$ cat src/rtl/angle_poll_master.sv
module angle_poll_master #(
  parameter int DIV   = 2,
  parameter int SETUP = 3,
  parameter int GAP   = 4
) (
  input  logic       clk,
  input  logic       rst_n,
  input  logic       run,
  input  logic       avg_en,
  output logic       sck,
  output logic       cs_n,
  output logic       mosi,
  input  logic       miso,
  output logic       angle_valid,
  output logic [9:0] angle,
  output logic       alarm_lo,
  output logic       alarm_hi,
  output logic       major_fault,
  output logic       link_err,
  output logic       busy
);
  localparam int FW   = 16;
  localparam int AW   = 10;
  localparam int NAVG = 4;
  localparam int SH   = $clog2(NAVG);
  localparam int SW   = AW + SH;
  localparam int TMAX = (DIV > SETUP) ? ((DIV > GAP) ? DIV : GAP) : ((SETUP > GAP) ? SETUP : GAP);
  localparam int CW   = $clog2(TMAX + 1);
  localparam int BW   = $clog2(FW + 1);

  typedef enum logic [1:0] {K_NONE, K_ANGLE, K_CLEAR, K_NOP} kind_t;
  typedef enum logic [2:0] {S_IDLE, S_SETUP, S_SHIFT, S_HOLD, S_GAP} state_t;

  function automatic logic [FW-1:0] cmd_word(input logic rd, input logic [FW-3:0] addr);
    return {rd, addr, ^{rd, addr}};
  endfunction

  state_t st;
  kind_t  last, chk, nxt;
  logic [CW-1:0] cnt;
  logic [BW-1:0] bitn;
  logic [FW-1:0] tx, rx, nxt_word;
  logic need_clr;
  logic [AW-1:0] first, smp, dlt, avg_out;
  logic signed [SW-1:0] sum, sum_n, q;
  logic [SH-1:0] nsamp;
  logic alo_acc, ahi_acc, bad, tick;

  assign busy = (st != S_IDLE);
  assign mosi = tx[FW-1];
  assign tick = (cnt == CW'(DIV - 1));

  always_comb begin
    if (need_clr)                               nxt = K_CLEAR;
    else if (run)                               nxt = K_ANGLE;
    else if (last == K_ANGLE || last == K_CLEAR) nxt = K_NOP;
    else                                        nxt = K_NONE;
  end

  assign nxt_word = (nxt == K_ANGLE) ? cmd_word(1'b1, 14'h3FFF) :
                    (nxt == K_CLEAR) ? cmd_word(1'b1, 14'h3380) : '0;

  assign bad     = (^rx) || rx[1] || (chk == K_CLEAR && rx[FW-1:2] != '0);
  assign smp     = rx[AW+1:2];
  assign dlt     = smp - first;
  assign sum_n   = sum + $signed({{SH{dlt[AW-1]}}, dlt});
  assign q       = sum_n >>> SH;
  assign avg_out = first + q[AW-1:0];

  always_ff @(posedge clk or negedge rst_n) begin
    if (!rst_n) begin
      st <= S_IDLE; cnt <= '0; bitn <= '0; sck <= 1'b0; cs_n <= 1'b1;
      tx <= '0; rx <= '0; chk <= K_NONE; last <= K_NONE; need_clr <= 1'b0;
      angle_valid <= 1'b0; angle <= '0; alarm_lo <= 1'b0; alarm_hi <= 1'b0;
      major_fault <= 1'b0; link_err <= 1'b0;
      first <= '0; sum <= '0; nsamp <= '0; alo_acc <= 1'b0; ahi_acc <= 1'b0;
    end else begin
      angle_valid <= 1'b0;
      link_err    <= 1'b0;
      if (!avg_en || st == S_IDLE) nsamp <= '0;
      case (st)
        S_IDLE, S_GAP: begin
          if (st == S_IDLE || cnt == CW'(GAP - 1)) begin
            cnt <= '0;
            if (nxt != K_NONE) begin
              st <= S_SETUP; cs_n <= 1'b0; tx <= nxt_word;
              chk <= last; last <= nxt; bitn <= '0;
              if (nxt == K_CLEAR) need_clr <= 1'b0;
            end else begin
              st <= S_IDLE; last <= K_NONE;
            end
          end else cnt <= cnt + 1'b1;
        end
        S_SETUP: begin
          if (cnt == CW'(SETUP - 1)) begin
            cnt <= '0; st <= S_SHIFT;
          end else cnt <= cnt + 1'b1;
        end
        S_SHIFT: begin
          if (tick) begin
            cnt <= '0;
            sck <= !sck;
            if (!sck) begin
              rx   <= {rx[FW-2:0], miso};
              bitn <= bitn + 1'b1;
            end else if (bitn == BW'(FW)) begin
              st <= S_HOLD;
              if (chk != K_NONE) begin
                if (bad) begin
                  link_err <= 1'b1;
                  if (last != K_CLEAR) need_clr <= 1'b1;
                end else if (chk == K_ANGLE) begin
                  if (!avg_en) begin
                    angle_valid <= 1'b1; angle <= smp;
                    alarm_lo <= rx[FW-1]; alarm_hi <= rx[FW-2];
                    major_fault <= rx[FW-1] & rx[FW-2];
                  end else if (nsamp == '0) begin
                    first <= smp; sum <= '0; nsamp <= 1'b1;
                    alo_acc <= rx[FW-1]; ahi_acc <= rx[FW-2];
                  end else begin
                    sum <= sum_n;
                    alo_acc <= alo_acc | rx[FW-1];
                    ahi_acc <= ahi_acc | rx[FW-2];
                    nsamp <= nsamp + 1'b1;
                    if (nsamp == SH'(NAVG - 1)) begin
                      angle_valid <= 1'b1; angle <= avg_out;
                      alarm_lo <= alo_acc | rx[FW-1];
                      alarm_hi <= ahi_acc | rx[FW-2];
                      major_fault <= (alo_acc | rx[FW-1]) & (ahi_acc | rx[FW-2]);
                    end
                  end
                end
              end
            end else tx <= {tx[FW-2:0], 1'b0};
          end else cnt <= cnt + 1'b1;
        end
        S_HOLD: begin
          if (tick) begin
            cnt <= '0; cs_n <= 1'b1; st <= S_GAP;
          end else cnt <= cnt + 1'b1;
        end
        default: st <= S_IDLE;
      endcase
    end
  end
endmodule


$ cat config.mk
export PLATFORM = sky130hd
export DESIGN_NAME = angle_poll_master
export DESIGN_NICKNAME = d
export VERILOG_FILES = /design/src/rtl/angle_poll_master.sv
export SDC_FILE = /design/constraint.sdc
export NUM_CORES = 1
export LEC_CHECK = 0
export BUFFER_PORTS_ARGS = -buffer_cell sky130_fd_sc_hd__buf_2
export CAP_MARGIN = 10
export CORE_MARGIN = 3
export CORE_UTILIZATION = 44
export DETAILED_ROUTE_END_ITERATION = 8
export SYNTH_ARGS = -nofsm -noshare
export SYNTH_HDL_FRONTEND = slang
export SYNTH_SLANG_ARGS = --single-unit
$ cat constraint.sdc
create_clock -name clk -period 3.9 [get_ports clk]
set_clock_uncertainty 0.1 [all_clocks]
set_input_delay 0.975 -clock clk [delete_from_list [all_inputs] [get_ports clk]]
set_output_delay 0.975 -clock clk [all_outputs]
set_load 0.005 [all_outputs]
==> impl_metrics.csv <==
group,metric,value,unit
status,status,"finished, violations left",
status,violations,"setup timing",
die,initial_core_util,45.22,%
routing,avgRoutedWirePerCell,15.37,um
worst_setup_path,timing.rr.end,"angle[9]",
yosys,yosysTopAreaCell,"dfrtp_1",
sta,fin_setup_tns,-0.4218,ns
sta,period_share,106.3,%
worst_setup_path,start_kind,"register",
job,cap_viol_max_count,0,
worst_hold_path,whs_path_depth,2,
clocking,clk_pin_slew,0.06,ns
yosys,avgSynthCellArea,9.260,um2
clocking,root_buffer,"clkbuf_16",
yosys,seq_area_frac_synth,41.78,%
global_route,antenna_found_initial,0,
placed_design,port-buffer-count,23,
sta,slew_viol_final,0,
clocking,cts_htree_levels,3,
yosys,yosys_most_used_dff,"dfrtp_1",
clocking,cts_sinks,91,
worst_setup_path,ff2ff_path_depth,21,
global_route,grt_first_pass_wirelength,21810,um
die,dieArea,13770,um2
yosys,yosys_warnings,0,
sta,grt_setup_unrepaired,"true",
clocking,cts_buffer_depth,2,
yosys,ys_top_cells_by_area,"dfrtp_1 (41%), ha_1 (11%), o21ai_0 (6.3%)",
layout,num_antenna_cells,0,
routing,detail_route.iter0.violations,212,
yosys,syn_nets,643,
global_route,grt_max_degree,56,
routing,drtPass1Iterations,4,
global_route,grt_pass1_vias,4584,
worst_setup_path,reg2reg_slack,-0.25,ns
routing,ant_nets,0,
die,fp-row-count,40,
worst_setup_path,required,4.05,ns
yosys,synth_edf_count,0,
routing,routed_wl,13140,um
worst_hold_path,hold_class,"register to register",
clocking,numCtsBuffers,9,
layout,fin_area,6852,um2
routing,drc,0,
yosys,synth_cells,589,
yosys,synth_most_common_cell,"dfrtp_1",
yosys,synthDistinctLibCells,54,
sta,min_period,4.147,ns
yosys,synthArstFlopShare,100.0,%
sta,clock.fmax,241.1,MHz
placed_design,placed_cell_area,6181,um2
routing,dr_total_vias,4486,
placed_design,dp_hpwl,9523,um
sta,setup-violations-final,3,
worst_setup_path,worstPathArrival,4.30,ns
layout,layout-drive-gt1-share,26.78,%
yosys,synth-seq-cells,91,
yosys,ys_top_cells_by_count,"dfrtp_1 (90), nand2_1 (74), o21ai_0 (69)",
global_route,grt.overflow.total,0,
sta,maxSlewHeadroom,50.02,%
die,io_pins,24,
worst_setup_path,crit_type,"register to register",
clocking,clock_latency,0.35,ns
yosys,synth.top_cell.area_share,41.29,%
layout,area_growth,25.63,%
worst_setup_path,critical_path.endpoint_type,"register",
sta,hold_violations,0,
worst_hold_path,min_to,"angle[3]",
clocking,ctsHoldBuffers,0,
clocking,cts_tree,"done",
placed_design,gp_congestion,0.8877,
layout,finalNetCount,737,
die,die_w,117.3,um
pwr,p_leak,3.242,nW
global_route,grt_use_total,19.41,%
die,die_y,117.3,um
die,core,12060,um2
pwr,vdd_drop_max,0.0002849,V
pwr,power_density,308.2,nW/um2
yosys,synth_area,5454,um2
worst_setup_path,crit_fanout,4,
sta,fin_ws,-0.2472,ns
worst_hold_path,holdCritStartpoint,"angle[3]",
worst_setup_path,r2r-start,"first[1]",
routing,viasPerCell,5.247,
sta,tightest_slew,0.7497,ns
==> metal layers <==
metal  vias up  GRT usage, %  wire [um]
li1       2220             -          -
met1      2135         23.91       5933
met2        96         32.88       6277
met3        35         4.629        449
met4         0         7.845        481
met5         -             0          0
==> worst max-delay path by stage <==
stage | end | slack, ns | from | cells after the start
finish | angle[9] | -0.25 | first[1] | 21
global route | angle[9] | -0.47 | first[1] | 21
CTS | angle[9] | -0.20 | first[0] | 20
detailed placement | angle[9] | -0.27 | first[0] | 20
global placement | angle[9] | -0.24 | first[1] | 19
floorplan | angle[9] | 0.008 | rx[2] | 21
==> per-stage QoR <==
step / utilization [%] / setup slack (ns) / total power [W] / hold slack (ns) / std cells
2_1_floorplan: - / 0.007955 / 0.001131 / 0.3447 / 589
3_3_place_gp: 51.24 / -0.2387 / 0.001239 / 0.3604 / 821
3_5_place_dp: 51.24 / -0.2718 / 0.001244 / 0.3693 / 821
4_1_cts: 55.02 / -0.1978 / 0.002097 / 0.3833 / 848
5_1_grt: 56.81 / -0.4682 / 0.002209 / 0.3963 / 855
6_report: 56.81 / -0.2472 / 0.002111 / 0.3759 / 855
==> logic make-up after synthesis <==
kind of cell	count (synthesis)	synth area share (%)
and+or+nand+nor	167	14.96
buffers and inverters	67	4.749
muxes	23	4.428
xor gates and xnor gates	35	5.620
AOI/OAI and AO/OA	157	16.82
DFF	91	41.78
adders and majority gates	49	11.65
==> repair_timing <==
action                     4_1_cts  5_1_grt
resized for setup               27       36
buffers inserted                12       10
gates cloned                     0        0
pin swaps                       11       37
hold endpoints to repair         0        0
setup endpoints to repair        6        7
==> cell type report <==
cell class,instances,area [um2]
flip-flops and latches,91,2280
clock buffers,10,239.0
well taps,168,210.2
fillers,1057,5210
inverters,46,172.7
repair buffers,104,749.5
multi-input cells,431,3162
clock inverters,5,38.79
==> cell usage in the layout (no fill, tap or decap), drive strengths merged, types with 3 or more instances in the layout <==
master / instances
nor4: 4
nand2: 74
ha: 46
o21bai: 5
or3: 4
clkbuf: 10
a21oi: 48
inv: 47
a2111oi: 3
nor2: 26
xor2: 11
nor3: 8
o31ai: 4
nand3: 11
nand3b: 8
fa: 3
nor2b: 7
nand4: 6
o22ai: 3
xnor2: 24
a21o: 5
clkinv: 3
dfrtp: 90
o21ai: 69
mux2i: 14
buf: 104
mux2: 9
nand2b: 6
a22o: 3
a21bo: 4
==> flip-flops by register name, summed over array words and instances, names as in the netlist, 2 cells and up <==
| signal | count |
|---|---|
| last | 2 |
| nsamp | 2 |
| tx | 16 |
| angle | 10 |
| chk | 2 |
| cnt | 3 |
| st | 3 |
| bitn | 5 |
| rx | 16 |
| sum | 12 |
| first | 10 |
==> report_power, final <==
part / switching (W) / internal [W] / total [W]
combinational: 0.000173 / 0.000156 / 0.000329
clock: 0.000373 / 0.000449 / 0.000822
sequential: 0.00000719 / 0.000953 / 0.000960
total: 0.000554 / 0.00156 / 0.00211
==> worst max-delay path, cell delays in order (launching register included) <==
cell and delay (ns):
dfrtp_2 0.44, buf_12 0.14, fa_2 0.38, nor2b_1 0.13, o21ai_1 0.08, nand2b_1 0.10
a21oi_1 0.09, o21bai_1 0.20, xor2_1 0.11, ha_2 0.40, o21ai_0 0.13, a21oi_2 0.20
o22ai_4 0.11, o21ai_2 0.15, xor2_2 0.20, ha_1 0.27, nor2b_1 0.13, nor2_1 0.10
a21oi_1 0.06, xnor2_1 0.19, xnor2_1 0.10, o31ai_1 0.25
Note: power is estimated with default switching activity, not from simulation.
